**src/rtl/xlat_pkg.sv**
```systemverilog
package xlat_pkg;

   // Flag positions inside a directory or table word
   localparam int FLG_PRESENT = 0;
   localparam int FLG_WRITE   = 1;
   localparam int FLG_USER    = 2;
   localparam int FLG_ACC     = 5;
   localparam int FLG_DIRTY   = 6;

   typedef enum logic [1:0] {
      CAUSE_NONE   = 2'd0,
      CAUSE_ABSENT = 2'd1,
      CAUSE_RDONLY = 2'd2,
      CAUSE_PRIV   = 2'd3
   } cause_e;

   typedef enum logic [2:0] {
      ST_IDLE,
      ST_DIR_RD,
      ST_TBL_RD,
      ST_DIR_WB,
      ST_TBL_WB,
      ST_RESP
   } walk_st_e;

endpackage

```
**src/rtl/xlat_cfg.sv**
```systemverilog
module xlat_cfg #(
   parameter int ADDR_W     = 32,
   parameter int PAGE_OFF_W = 12,
   parameter int CTL_EN_BIT = 31
) (
   input  logic                       clk,
   input  logic                       rst_n,
   input  logic                       ctl_we,
   input  logic                       base_we,
   input  logic [ADDR_W-1:0]          wdata,
   output logic                       paging_en,
   output logic [ADDR_W-PAGE_OFF_W-1:0] dir_frame
);

   localparam int FRAME_W = ADDR_W - PAGE_OFF_W;

   if (CTL_EN_BIT >= ADDR_W) begin : g_bad_en_bit
      $error("xlat_cfg: CTL_EN_BIT outside the data word");
   end

   logic               en_q;
   logic [FRAME_W-1:0] frame_q;
   logic               unused_cfg_bits;

   // Low base bits and the non-enable control bits are discarded
   assign unused_cfg_bits = ^wdata;

   always_ff @(posedge clk) begin
      if (!rst_n) begin
         en_q    <= 1'b0;
         frame_q <= '0;
      end else begin
         if (ctl_we)  en_q    <= wdata[CTL_EN_BIT];
         if (base_we) frame_q <= wdata[ADDR_W-1:PAGE_OFF_W];
      end
   end

   assign paging_en = en_q;
   assign dir_frame = frame_q;

endmodule

```
**src/rtl/xlat_perm_chk.sv**
```systemverilog
module xlat_perm_chk
   import xlat_pkg::*;
#(
   parameter bit PRIV_FIRST = 1'b1
) (
   input  logic   present,
   input  logic   writable,
   input  logic   user_ok,
   input  logic   acc_write,
   input  logic   acc_user,
   output cause_e cause
);

   logic priv_bad;
   logic wr_bad;

   assign priv_bad = acc_user && !user_ok;
   assign wr_bad   = acc_write && !writable;

   if (PRIV_FIRST) begin : g_priv_first
      always_comb begin
         if (!present)      cause = CAUSE_ABSENT;
         else if (priv_bad) cause = CAUSE_PRIV;
         else if (wr_bad)   cause = CAUSE_RDONLY;
         else               cause = CAUSE_NONE;
      end
   end else begin : g_write_first
      always_comb begin
         if (!present)      cause = CAUSE_ABSENT;
         else if (wr_bad)   cause = CAUSE_RDONLY;
         else if (priv_bad) cause = CAUSE_PRIV;
         else               cause = CAUSE_NONE;
      end
   end

endmodule

```
**src/rtl/xlat_walk_fsm.sv**
```systemverilog
module xlat_walk_fsm
   import xlat_pkg::*;
#(
   parameter int DIR_IDX_W   = 10,
   parameter int TBL_IDX_W   = 10,
   parameter int PAGE_OFF_W  = 12,
   parameter int ENTRY_BYTES = 4,
   parameter bit PRIV_FIRST  = 1'b1,
   parameter bit SKIP_SET_WB = 1'b1
) (
   input  logic                                    clk,
   input  logic                                    rst_n,
   input  logic                                    paging_en,
   input  logic [DIR_IDX_W+TBL_IDX_W-1:0]          dir_frame,
   input  logic                                    req_valid,
   output logic                                    req_ready,
   input  logic [DIR_IDX_W+TBL_IDX_W+PAGE_OFF_W-1:0] req_lin,
   input  logic                                    req_write,
   input  logic                                    req_user,
   output logic                                    rsp_valid,
   output logic [DIR_IDX_W+TBL_IDX_W+PAGE_OFF_W-1:0] rsp_phys,
   output cause_e                                  rsp_cause,
   output logic                                    mem_req,
   output logic                                    mem_we,
   output logic [DIR_IDX_W+TBL_IDX_W+PAGE_OFF_W-1:0] mem_addr,
   output logic [8*ENTRY_BYTES-1:0]                mem_wdata,
   input  logic [8*ENTRY_BYTES-1:0]                mem_rdata,
   input  logic                                    mem_ack,
   output logic                                    walk_paged
);

   localparam int ADDR_W   = DIR_IDX_W + TBL_IDX_W + PAGE_OFF_W;
   localparam int ENTRY_W  = 8 * ENTRY_BYTES;
   localparam int ENTRY_SH = $clog2(ENTRY_BYTES);
   localparam int FRAME_W  = ADDR_W - PAGE_OFF_W;
   localparam int DIR_LO   = TBL_IDX_W + PAGE_OFF_W;
   localparam logic [ENTRY_W-1:0] ACC_MASK   = ENTRY_W'(1) << FLG_ACC;
   localparam logic [ENTRY_W-1:0] DIRTY_MASK = ENTRY_W'(1) << FLG_DIRTY;

   if (ENTRY_W != ADDR_W) begin : g_bad_entry_w
      $error("xlat_walk_fsm: entry width must equal address width");
   end
   if (DIR_IDX_W + ENTRY_SH != PAGE_OFF_W) begin : g_bad_dir_size
      $error("xlat_walk_fsm: directory must fill exactly one page");
   end
   if (TBL_IDX_W + ENTRY_SH != PAGE_OFF_W) begin : g_bad_tbl_size
      $error("xlat_walk_fsm: table must fill exactly one page");
   end
   if (FLG_DIRTY >= PAGE_OFF_W) begin : g_bad_flags
      $error("xlat_walk_fsm: flag bits overlap the frame field");
   end

   walk_st_e            state_q;
   logic [ADDR_W-1:0]   lin_q;
   logic                wr_q;
   logic                usr_q;
   logic                en_q;
   logic [FRAME_W-1:0]  frame_q;
   logic [ENTRY_W-1:0]  pde_q;
   logic [ENTRY_W-1:0]  pte_q;
   logic                tbl_wb_q;
   logic [ADDR_W-1:0]   phys_q;
   cause_e              cause_q;

   logic [ADDR_W-1:0]   dir_addr;
   logic [ADDR_W-1:0]   tbl_addr;
   cause_e              dir_cause;
   cause_e              tbl_cause;
   logic                need_dir_wb;
   logic                need_tbl_wb;

   // Entry addresses: frame, index, zero byte lane
   assign dir_addr = {frame_q, lin_q[ADDR_W-1:DIR_LO], {ENTRY_SH{1'b0}}};
   assign tbl_addr = {pde_q[ADDR_W-1:PAGE_OFF_W], lin_q[DIR_LO-1:PAGE_OFF_W],
                      {ENTRY_SH{1'b0}}};

   // Directory-level check uses the word arriving on the bus
   xlat_perm_chk #(.PRIV_FIRST(PRIV_FIRST)) u_dir_chk (
      .present  (mem_rdata[FLG_PRESENT]),
      .writable (mem_rdata[FLG_WRITE]),
      .user_ok  (mem_rdata[FLG_USER]),
      .acc_write(wr_q),
      .acc_user (usr_q),
      .cause    (dir_cause)
   );

   // Table-level check combines both levels
   xlat_perm_chk #(.PRIV_FIRST(PRIV_FIRST)) u_tbl_chk (
      .present  (mem_rdata[FLG_PRESENT]),
      .writable (pde_q[FLG_WRITE] & mem_rdata[FLG_WRITE]),
      .user_ok  (pde_q[FLG_USER] & mem_rdata[FLG_USER]),
      .acc_write(wr_q),
      .acc_user (usr_q),
      .cause    (tbl_cause)
   );

   if (SKIP_SET_WB) begin : g_wb_when_clear
      assign need_dir_wb = !pde_q[FLG_ACC];
      assign need_tbl_wb = !mem_rdata[FLG_ACC] || (wr_q && !mem_rdata[FLG_DIRTY]);
   end else begin : g_wb_always
      assign need_dir_wb = 1'b1;
      assign need_tbl_wb = 1'b1;
   end

   always_ff @(posedge clk) begin
      if (!rst_n) begin
         state_q  <= ST_IDLE;
         lin_q    <= '0;
         wr_q     <= 1'b0;
         usr_q    <= 1'b0;
         en_q     <= 1'b0;
         frame_q  <= '0;
         pde_q    <= '0;
         pte_q    <= '0;
         tbl_wb_q <= 1'b0;
         phys_q   <= '0;
         cause_q  <= CAUSE_NONE;
      end else begin
         case (state_q)
            ST_IDLE: begin
               if (req_valid) begin
                  lin_q   <= req_lin;
                  wr_q    <= req_write;
                  usr_q   <= req_user;
                  en_q    <= paging_en;
                  frame_q <= dir_frame;
                  phys_q  <= req_lin;
                  cause_q <= CAUSE_NONE;
                  state_q <= paging_en ? ST_DIR_RD : ST_RESP;
               end
            end
            ST_DIR_RD: begin
               if (mem_ack) begin
                  pde_q <= mem_rdata;
                  if (dir_cause != CAUSE_NONE) begin
                     cause_q <= dir_cause;
                     state_q <= ST_RESP;
                  end else begin
                     state_q <= ST_TBL_RD;
                  end
               end
            end
            ST_TBL_RD: begin
               if (mem_ack) begin
                  pte_q <= mem_rdata;
                  if (tbl_cause != CAUSE_NONE) begin
                     cause_q <= tbl_cause;
                     state_q <= ST_RESP;
                  end else begin
                     phys_q   <= {mem_rdata[ADDR_W-1:PAGE_OFF_W], lin_q[PAGE_OFF_W-1:0]};
                     tbl_wb_q <= need_tbl_wb;
                     if (need_dir_wb)      state_q <= ST_DIR_WB;
                     else if (need_tbl_wb) state_q <= ST_TBL_WB;
                     else                  state_q <= ST_RESP;
                  end
               end
            end
            ST_DIR_WB: begin
               if (mem_ack) state_q <= tbl_wb_q ? ST_TBL_WB : ST_RESP;
            end
            ST_TBL_WB: begin
               if (mem_ack) state_q <= ST_RESP;
            end
            ST_RESP: state_q <= ST_IDLE;
            default: state_q <= ST_IDLE;
         endcase
      end
   end

   always_comb begin
      mem_req   = 1'b0;
      mem_we    = 1'b0;
      mem_addr  = '0;
      mem_wdata = '0;
      case (state_q)
         ST_DIR_RD: begin
            mem_req  = 1'b1;
            mem_addr = dir_addr;
         end
         ST_TBL_RD: begin
            mem_req  = 1'b1;
            mem_addr = tbl_addr;
         end
         ST_DIR_WB: begin
            mem_req   = 1'b1;
            mem_we    = 1'b1;
            mem_addr  = dir_addr;
            mem_wdata = pde_q | ACC_MASK;
         end
         ST_TBL_WB: begin
            mem_req   = 1'b1;
            mem_we    = 1'b1;
            mem_addr  = tbl_addr;
            mem_wdata = pte_q | ACC_MASK | (wr_q ? DIRTY_MASK : '0);
         end
         default: ;
      endcase
   end

   assign req_ready  = (state_q == ST_IDLE);
   assign rsp_valid  = (state_q == ST_RESP);
   assign rsp_phys   = phys_q;
   assign rsp_cause  = cause_q;
   assign walk_paged = en_q;

endmodule

```
**src/rtl/xlat_walker.sv**
```systemverilog
module xlat_walker
   import xlat_pkg::*;
#(
   parameter int DIR_IDX_W   = 10,
   parameter int TBL_IDX_W   = 10,
   parameter int PAGE_OFF_W  = 12,
   parameter int ENTRY_BYTES = 4,
   parameter int CTL_EN_BIT  = 31,
   parameter bit PRIV_FIRST  = 1'b1,
   parameter bit SKIP_SET_WB = 1'b1
) (
   input  logic        clk,
   input  logic        rst_n,
   input  logic        cfg_ctl_we,
   input  logic        cfg_base_we,
   input  logic [31:0] cfg_wdata,
   input  logic        req_valid,
   output logic        req_ready,
   input  logic [31:0] req_lin,
   input  logic        req_write,
   input  logic        req_user,
   output logic        rsp_valid,
   output logic [31:0] rsp_phys,
   output logic        rsp_fault,
   output logic [1:0]  rsp_cause,
   output logic        mem_req,
   output logic        mem_we,
   output logic [31:0] mem_addr,
   output logic [31:0] mem_wdata,
   input  logic [31:0] mem_rdata,
   input  logic        mem_ack
);

   localparam int ADDR_W  = DIR_IDX_W + TBL_IDX_W + PAGE_OFF_W;
   localparam int FRAME_W = ADDR_W - PAGE_OFF_W;

   if (ADDR_W != 32) begin : g_bad_addr_w
      $error("xlat_walker: index and offset widths must total 32");
   end
   if (ENTRY_BYTES != 4) begin : g_bad_entry
      $error("xlat_walker: entries must be 4 bytes for the 32-bit port");
   end

   logic               paging_en;
   logic [FRAME_W-1:0] dir_frame;
   cause_e             cause;
   logic               walk_paged;

   xlat_cfg #(
      .ADDR_W    (ADDR_W),
      .PAGE_OFF_W(PAGE_OFF_W),
      .CTL_EN_BIT(CTL_EN_BIT)
   ) u_cfg (
      .clk      (clk),
      .rst_n    (rst_n),
      .ctl_we   (cfg_ctl_we),
      .base_we  (cfg_base_we),
      .wdata    (cfg_wdata),
      .paging_en(paging_en),
      .dir_frame(dir_frame)
   );

   xlat_walk_fsm #(
      .DIR_IDX_W  (DIR_IDX_W),
      .TBL_IDX_W  (TBL_IDX_W),
      .PAGE_OFF_W (PAGE_OFF_W),
      .ENTRY_BYTES(ENTRY_BYTES),
      .PRIV_FIRST (PRIV_FIRST),
      .SKIP_SET_WB(SKIP_SET_WB)
   ) u_walk (
      .clk       (clk),
      .rst_n     (rst_n),
      .paging_en (paging_en),
      .dir_frame (dir_frame),
      .req_valid (req_valid),
      .req_ready (req_ready),
      .req_lin   (req_lin),
      .req_write (req_write),
      .req_user  (req_user),
      .rsp_valid (rsp_valid),
      .rsp_phys  (rsp_phys),
      .rsp_cause (cause),
      .mem_req   (mem_req),
      .mem_we    (mem_we),
      .mem_addr  (mem_addr),
      .mem_wdata (mem_wdata),
      .mem_rdata (mem_rdata),
      .mem_ack   (mem_ack),
      .walk_paged(walk_paged)
   );

   assign rsp_cause = cause;
   assign rsp_fault = (cause != CAUSE_NONE);

endmodule

```
**config.mk**
```make
export PLATFORM = sky130hd
export DESIGN_NAME = xlat_walker
export DESIGN_NICKNAME = d
export VERILOG_FILES = /design/src/rtl/xlat_pkg.sv /design/src/rtl/xlat_cfg.sv /design/src/rtl/xlat_perm_chk.sv /design/src/rtl/xlat_walk_fsm.sv /design/src/rtl/xlat_walker.sv
export SDC_FILE = /design/constraint.sdc
export NUM_CORES = 1
export LEC_CHECK = 0
export BUFFER_PORTS_ARGS = -buffer_cell sky130_fd_sc_hd__buf_2
export CELL_PAD_IN_SITES_DETAIL_PLACEMENT = 1
export CELL_PAD_IN_SITES_GLOBAL_PLACEMENT = 1
export CORE_MARGIN = 3
export CORE_UTILIZATION = 35
export DETAILED_ROUTE_END_ITERATION = 6
export PLACE_DENSITY = 0.75
export RECOVER_POWER = 25
export SLEW_MARGIN = 20
export SYNTH_ARGS = -nofsm -noshare
export SYNTH_HDL_FRONTEND = slang
export SYNTH_SLANG_ARGS = --single-unit
```
**constraint.sdc**
```tcl
create_clock -name clk -period 3.7 [get_ports clk]
set_clock_uncertainty 0.05 [all_clocks]
set_input_delay 0.37 -clock clk [delete_from_list [all_inputs] [get_ports clk]]
set_output_delay 0.37 -clock clk [all_outputs]
set_load 0.02 [all_outputs]
```
==> results of run 1 <==
[state kept, by name, indices dropped and copies added (netlist names)]
name and count:
u_walk.pde_q 32, u_walk.wr_q 1, u_walk.rsp_phys 32, u_walk.state_q 3
u_walk.lin_q 32, u_walk.pte_q 31, u_walk.rsp_cause 2, u_walk.usr_q 1
u_cfg.dir_frame 20, u_cfg.paging_en 1, u_walk.tbl_wb_q 1, u_walk.frame_q 20
[through the flow]
step	hold slack (ps)	power [uW]	util	instance area, sq um
final	118.2	5143	0.4373	9250
after global routing	105.8	5379	0.4373	9250
after CTS	101.1	5203	0.4396	9299
after detailed placement	395.1	3173	0.4088	8648
after global placement	385.3	3148	0.4088	8648
after floorplan	381.2	2815	-	7607
[synth_stat cells, types with 2 or more instances]
library cell | count | area, sq um
sky130_fd_sc_hd__nand2_1 | 245 | 919.6
sky130_fd_sc_hd__dfxtp_1 | 176 | 3523
sky130_fd_sc_hd__a21oi_1 | 125 | 625.6
sky130_fd_sc_hd__a22o_1 | 60 | 525.5
sky130_fd_sc_hd__nand3_1 | 50 | 250.2
sky130_fd_sc_hd__clkbuf_1 | 42 | 157.7
sky130_fd_sc_hd__a31oi_1 | 34 | 212.7
sky130_fd_sc_hd__buf_2 | 34 | 170.2
sky130_fd_sc_hd__a22oi_1 | 31 | 232.7
sky130_fd_sc_hd__nor2_1 | 26 | 97.59
sky130_fd_sc_hd__mux2i_1 | 24 | 240.2
sky130_fd_sc_hd__buf_4 | 16 | 120.1
sky130_fd_sc_hd__nand4_1 | 14 | 87.58
sky130_fd_sc_hd__nand2b_1 | 5 | 31.28
sky130_fd_sc_hd__o21ai_0 | 5 | 25.02
sky130_fd_sc_hd__inv_1 | 4 | 15.01
sky130_fd_sc_hd__nor2b_1 | 4 | 25.02
sky130_fd_sc_hd__nor3_2 | 3 | 30.03
sky130_fd_sc_hd__a21bo_2 | 2 | 20.02
sky130_fd_sc_hd__a21boi_0 | 2 | 15.01
sky130_fd_sc_hd__and2_1 | 2 | 12.51
sky130_fd_sc_hd__nor3_1 | 2 | 10.01
sky130_fd_sc_hd__o211ai_1 | 2 | 15.01
sky130_fd_sc_hd__o22ai_1 | 2 | 12.51
sky130_fd_sc_hd__o32ai_1 | 2 | 17.52
sky130_fd_sc_hd__or2_2 | 2 | 12.51
[final timing paths]
path / to / cells after the start
setup / recovery: mem_addr[21] / 6
hold reg to reg: u_walk.frame_q[14] / 2
hold / removal: u_cfg.dir_frame[18] / 3
setup reg to reg: u_walk.pte_q[31] / 5
[routing by layer]
layer,part of all wire,vias up,track usage
met2,0.48,206,0.3710
met5,0.0018,-,0
met1,0.44,3533,0.2794
met4,0.019,8,0.06602
li1,-,3550,-
met3,0.060,46,0.06031
[logic make-up after synthesis]
kind of cell	after synthesis	synth area share
and+or+nand+nor	363	0.2083
AOI/OAI and AO/OA	273	0.2328
DFF	176	0.4634
buffers and inverters	99	0.06335
muxes	24	0.03159
other	1	0.0004932
[area by class of cell]
type,instances,area share
multi-input combinational,662,0.3933
sequential,176,0.3809
tap,275,0.03720
timing repair buffer,208,0.1159
inverter,5,0.002029
antenna,1,0.0002705
clock buffer,17,0.04599
clock inverter,15,0.02435
[power by group]
group	total, uW	internal, uW	switching, uW
registers	2140	2030	113
clock network	2030	1160	867
logic	971	298	673
total	5140	3490	1650
[worst reg2reg max path, stage by stage, from the launching register on]
cell and delay [ps]:
sky130_fd_sc_hd__dfxtp_1 870, sky130_fd_sc_hd__nor3b_4 320, sky130_fd_sc_hd__nand2_1 520, sky130_fd_sc_hd__buf_4 420, sky130_fd_sc_hd__nand2_1 90, sky130_fd_sc_hd__a21oi_1 60
==> out/results.txt, run 1 <==
The worst register-to-register path has a setup slack of 1120 ps. Global routing finished with a remaining overflow of 0. The critical path buffer and inverter count is 2, and the peak per-stage delay on the critical path is 880 ps. The signal on the critical path passes through nor2_1 -> nand2_1 -> nand2b_1 -> buf_12 -> a22o_1 -> buf_2. The number of distinct library cells after synthesis is 48. Setup repair after global routing left no endpoint under its margin.

The tools report the via count of the first global-routing pass as 7658. The mean post-synth cell area works out to 8.123 sq um. The tools report the category of the worst setup path capture point as an output port. IR analysis of the VDD net gives a maximum drop of 0.0003097 V. The run gives 41810 microns as the global-route wire length before repair. In the layout the commonest cells are sky130_fd_sc_hd__nand2_1, sky130_fd_sc_hd__dfxtp_1, sky130_fd_sc_hd__buf_2, sky130_fd_sc_hd__a21oi_1, sky130_fd_sc_hd__a22o_1. In the final routed layout, each cell accounts on average for 19.55 microns.

The count of endpoints failing hold in the final timing report is 0, and the maximum fanout count along the critical path is 21. Post-CTS timing repair inserted 0 buffers for setup. The number of antenna violations at the first check in global routing is 7, and the count of antenna-violating nets left after detailed routing is 0. Area added between synthesis and finish: 21.66%.

The slowest stage of the critical path belongs to the cell sky130_fd_sc_hd__dfxtp_1. The tools report the first-pass detailed-route iteration total as 6. The top-level I/O count came out at 207.

The worst hold path belongs to the class in2reg. The tools report the worst slew slack as a fraction of its limit as -0.8118. The final reports fail on max-capacitance violations, max-slew violations. The worst setup path is launched from a register. Across all layers, the routed design uses 7343 vias. The startpoint of the tightest hold check path was cfg_wdata[30]. Entering global routing, the biggest net connects 91 pins. The run gives 1 as the reported max-cap violation count. The initial cell density of the core is 0.3594, and the number of synthesized flops with an enable pin is 0. The tools report the TritonCTS buffer count as 17.

The critical path is of the reg2out type. The clock passes through at most 2 buffers. The region available for standard cell placement spans 0.02115 sq mm. In this run, the number of DRC markers left after iteration 0 of detailed routing was 431. After detailed routing, the number of vias per cell comes to 5.403.

The most used flip-flop cell after synthesis is sky130_fd_sc_hd__dfxtp_1. At the placement stage, the worst setup path has a slack of 949.3 ps. For the total DRC errors in the routed layout, the log shows 0. The flow ran to the end, but the final reports show violations. After layout, the minimum clock period comes to 3276 ps. At the end of routability-driven placement, the weighted congestion stood at 0.8134.

Die height: 153.4 microns. The ratio of cells with drive above 1 in the final layout came out at 0.2031. The cell at the root of the clock tree is sky130_fd_sc_hd__clkbuf_16. The cell family contributing the most delay on the critical path is flip-flops.

The number of gates resized after CTS was 0. The final count of negative-setup-slack endpoints was 0. Row generation in the floorplan step produced 53 rows. The number of filler instances in the final layout came out at 2600.

In the post-route analysis, the smallest setup slack over all paths is 423.5 ps. The run gives 1326 as the number of placed cells counting well taps. The H-tree depth reported by CTS came out at 4.

The post-route fraction of the period consumed by the critical path came out at 0.8855. Data on the critical path arrives at its endpoint at 2860 ps. The overall fraction of global-route tracks in use came out at 0.2212. The tools report the achievable clock frequency as 0.3052 GHz. Wires add up to 26570 microns. TritonCTS built the clock tree.

The net count of the finished layout is 1174. The area used by sequential logic in the layout is 0.003523 sq mm. The die covers 0.02353 sq mm.

In this run the critical register-to-register path is launched from u_walk.state_q[1]. The final max-slew violation count is 82, and the half-perimeter wire length of the detailed placement result is 17540 microns. The cell count after synthesis came out at 936.

For the worst setup path, the data required time is 3280 ps. The fraction of registers with async set/reset came out at 0. In this run, synthesis produced a sequential element count of 176.

The tools report the timing startpoint of the critical path as u_walk.state_q[0]. For the pin with the worst max-slew slack, the measured transition is 2718 ps. Power per standard cell area: 555.9 mW/mm^2. Summing all multi-input logic gate instances after layout gives 0.003638 sq mm. The tools report the area of the mapped netlist as 0.007604 sq mm.

For the share of the yosys chip area belonging to registers, the log shows 0.4634. The run gives 176 as the clock sink count. The count of input and output buffers came out at 192. The commonest non-fill, non-tap cell in the layout is sky130_fd_sc_hd__nand2_1. Number of buffers added to fix hold violations after cts: 0.

The tools report the number of warnings issued by yosys as 0. The die is 153.4 microns wide. Clock-pin slew was measured on the worst setup and hold paths at 70 ps. In this run the static leakage power is 0.003607 uW. The tools report the final cell count without fillers as 1359. For the worst-skew pair, the clock arrives at the later sink with an insertion delay of 430 ps.

The post-route setup TNS came out at 0 ps.
Note: power is estimated with default switching activity, not from simulation.
==> inputs of run 2 (changes only) <==
--- a/config.mk
+++ b/config.mk
@@ -9,9 +9,9 @@
 export CELL_PAD_IN_SITES_DETAIL_PLACEMENT = 1
 export CELL_PAD_IN_SITES_GLOBAL_PLACEMENT = 1
 export CORE_MARGIN = 3
-export CORE_UTILIZATION = 35
+export CORE_UTILIZATION = 34
 export DETAILED_ROUTE_END_ITERATION = 6
-export PLACE_DENSITY = 0.75
+export PLACE_DENSITY = 0.76
 export RECOVER_POWER = 25
 export SLEW_MARGIN = 20
 export SYNTH_ARGS = -nofsm -noshare
==> constraint.sdc (replaced) <==
create_clock -name clk -period 2.75 [get_ports clk]
set_clock_uncertainty 0.05 [all_clocks]
set_input_delay 0.275 -clock clk [delete_from_list [all_inputs] [get_ports clk]]
set_output_delay 0.275 -clock clk [all_outputs]
set_load 0.02 [all_outputs]
==> run 2 against run 1 <==
Against the previous run:
- the run still ends with max-capacitance violations, max-slew violations left
- largest power group unchanged
- clock power increased by 23%
- flip-flop and latch count unchanged
- highest routed layer unchanged
- register-to-register slack got worse by 710 ps
- global-route usage decreased by 1.0 points
==> out/results.txt, run 2 (synthesis gave the netlist of run 1 again) <==
The run finished, with violations left. Violations in the final reports: max-capacitance violations, max-slew violations (unchanged). The type of the worst setup path was reg2out (unchanged).

The count of antenna-violating nets left after detailed routing is 0 (unchanged), and the count of input and output buffers is 192 (unchanged). The x dimension of the die came out at 155.5 microns (was 153.4 microns). The tools report the worst-case clock buffer depth as 2 (unchanged).

The destination of the worst register-to-register timing path was u_walk.pde_q[24] (was u_walk.pte_q[31]). The commonest non-fill, non-tap cell in the layout is sky130_fd_sc_hd__nand2_1 (unchanged). The met2 routed wirelength came out at 13220 microns (was 12640 microns).

The H-tree depth reported by CTS is 4 (unchanged). Maximum fanout count along the critical path: 21 (unchanged). The routed length on met3 is 1331 microns (was 1606 microns), and the worst hold slack is 32.83 ps (was 118.2 ps). The leakage power is 0.003628 uW (was 0.003607 uW), and the required time of the critical path is 2420 ps (was 3280 ps). The cell area reported after detailed placement was 0.008757 sq mm (was 0.008648 sq mm).

The worst slew slack as a fraction of its limit is -0.02045 (was -0.8118), and the peak per-stage delay on the critical path is 740 ps (was 880 ps). The post-route fraction of the period consumed by the critical path works out to 0.9569. The routed metal-1 wirelength was 11340 microns (was 11750 microns). The startpoint of the worst register-to-register path was u_walk.state_q[0] (was u_walk.state_q[1]). Number of buffers added to fix hold violations after cts: 0 (unchanged). Overall fraction of global-route tracks in use: 0.2110 (was 0.2212). After layout, the minimum clock period comes to 2632 ps. The post-cts gate resize count is 0 (unchanged). The category of cells accounting for the largest share of critical-path delay is flip-flops (unchanged). The uppermost layer routed was met5 (unchanged).

The half-perimeter wire length of the detailed placement result came out at 18370 microns (was 17540 microns). The post-detailed-route wirelength per cell is 19.15 microns (was 19.55 microns), and the number of DRC markers in iteration 0 is 430 (was 431). The logs give 0.02189 sq mm (was 0.02115 sq mm) for the core footprint and 2719 (was 2600) for the number of filler instances in the final layout. Setup repair after global routing left no endpoint under its margin.

The critical path buffer and inverter count was 3 (was 2). The logs give 2310 ps (was 2860 ps) for the arrival time at the worst endpoint and 2 (was 1) for the reported max-cap violation count. The run gives 4 (was 6) as the first-pass detailed-route iteration total. The number of vias after detailed routing was 7417 (was 7343).

The tools report the portion of total power attributed to the clock network as 0.372 (was 0.394). The largest net degree at the start of global routing is 71 (was 91), and the power per standard cell area is 723.7 mW/mm^2 (was 555.9 mW/mm^2). The run gives 176 (unchanged) as the clock sink count. The tools report the initial cell density of the core as 0.3473 (was 0.3594). For this run, the top clock speed supported by timing is 0.3800 GHz.

The run gives 0 (unchanged) as the total DRC errors in the routed layout. The maximum resistive drop on vdd was 0.0003563 V (was 0.0003097 V); the layout net count was 1185 (was 1174). The category of the worst setup path capture point was an output port (unchanged).

The aggregate global routing overflow came out at 0 (unchanged). The final standard cell area without fillers is 0.009288 sq mm (was 0.009250 sq mm). Number of cells on the worst hold path: 3 (unchanged). Worst-path cell with the longest stage delay: sky130_fd_sc_hd__dfxtp_1 (unchanged). The tools report the startpoint of the tightest hold check path as req_lin[9] (was cfg_wdata[30]). The clock transition at the registers of the reported paths is 80 ps (was 70 ps), and the final max-slew violation count is 92 (was 82). The transition time at the pin with the least slew margin is 1531 ps (was 2718 ps). For the count of buffers added by post-CTS timing repair for setup, the log shows 0 (unchanged).

The worst setup slack for register-to-register paths was 410 ps (was 1120 ps). The die outline area was 0.02419 sq mm (was 0.02353 sq mm). The share of the core filled with cells is 0.4243 (was 0.4373). Path type of the worst min-delay path: in2reg (unchanged).

The tools report the worst min-delay path endpoint as u_walk.lin_q[9] (was u_cfg.dir_frame[18]). The ratio of cells with drive above 1 in the final layout works out to 0.2121 (was 0.2031). The weighted congestion reported at the end of routability-driven placement came out at 0.8037 (was 0.8134). Most repeated library cell on the critical path: sky130_fd_sc_hd__buf_4. The startpoint class of the critical path was a register (unchanged).

The depth of the most critical reg-to-reg path was 5 (unchanged). CP cell instances: buf_4 -> nor3_4 -> buf_4 -> or3_1 -> buf_2 (was nor2_1 -> nand2_1 -> nand2b_1 -> buf_12 -> a22o_1 -> buf_2). The number of antenna violations at the first check in global routing is 3 (was 7), and the die height is 155.5 microns (was 153.4 microns). The power share of the combinational group was 0.200 (was 0.189); the top-level I/O count was 207 (unchanged). The tools report the cell at the root of the clock tree as sky130_fd_sc_hd__clkbuf_16 (unchanged).

The logs give 0 (unchanged) for the count of endpoints failing hold in the final timing report and 420 ps (was 430 ps) for the clock latency of the later-clocked register in the worst-skew pair. The TritonCTS buffer count was 17 (unchanged). TritonCTS built the clock tree. The site row count was 54 (was 53); the via count of the first global-routing pass was 7412 (was 7658). The vias per cell works out to 5.394 (was 5.403). The final count of negative-setup-slack endpoints was 0 (unchanged). The post-route setup TNS is 0 ps (unchanged), and the internal portion of total power is 4535 uW (was 3489 uW).

The global-route wire length before repair is 40870 microns (was 41810 microns). For the total wire length after detailed routing, the log shows 26340 microns (was 26570 microns). The net load switching power is 2186 uW (was 1653 uW), and the area added between synthesis and finish is 22.15% (was 21.66%). Most used cells in the layout excluding fill and tap cells: sky130_fd_sc_hd__nand2_1, sky130_fd_sc_hd__dfxtp_1, sky130_fd_sc_hd__buf_2, sky130_fd_sc_hd__a21oi_1, sky130_fd_sc_hd__a22o_1 (unchanged). Fraction of power spent switching nets: 0.3253 (was 0.3215).

Sequential fraction of design power: 0.428 (was 0.417).
==> run 2: cell types whose count changed in the layout (fill, tap and decap cells not counted), sizes merged <==
cell      change
buf           +9
bufinv        -2
clkbuf        +2
clkinv        -2
clkinvlp      +4
==> run 2: worst max-delay path by stage <==
| stage | slack, ps | endpoint | cells past startpoint | startpoint |
|---|---|---|---|---|
| after floorplan | 940 | mem_wdata[5] | 7 | u_walk.state_q[0] |
| after global placement | 620 | mem_req | 5 | u_walk.state_q[1] |
| after detailed placement | 570 | mem_req | 5 | u_walk.state_q[1] |
| after CTS | 120 | mem_req | 5 | u_walk.state_q[1] |
| after global routing | 10 | mem_req | 5 | u_walk.state_q[1] |
| final | 120 | mem_req | 5 | u_walk.state_q[1] |
==> run 2: worst min-delay path, stage by stage <==
cell	delay, ps
sky130_fd_sc_hd__buf_2	100
sky130_fd_sc_hd__nand2_1	50
sky130_fd_sc_hd__a21oi_1	50
==> run 2: final cells by class <==
cell class              instances  area [sq um]  share of cell area
diodes                          1         2.502           0.0002694
clock buffers                  17         425.4             0.04580
clock inverters                15         172.7             0.01859
inverters                       5         23.77            0.002560
multi-input cells             662          3628              0.3907
flip-flops and latches        176          3523              0.3794
well taps                     280         350.3             0.03772
repair buffers                219          1161              0.1250
==> run 2: routing by layer <==
layer	global-route usage	vias up
met1	0.2665	3643
met3	0.04549	30
li1	-	3556
met5	0	-
met2	0.3664	182
met4	0.05544	6
==> run 2: power by group through the flow <==
stage | combinational [uW] | clock [uW] | sequential (uW)
after floorplan | 844 | 0 | 2940
final | 1340 | 2500 | 2880
after global routing | 1470 | 2660 | 2900
after global placement | 1350 | 0 | 2920
after detailed placement | 1370 | 0 | 2930
after CTS | 1380 | 2540 | 2870
==> run 2: metrics by stage <==
stage | power (uW) | setup WS [ps] | cells
after floorplan | 3787 | 939.1 | 937
after global placement | 4270 | 616.5 | 1342
after detailed placement | 4304 | 571.1 | 1342
after CTS | 6794 | 119.6 | 1374
after global routing | 7027 | 12.37 | 1374
final | 6721 | 118.4 | 1375
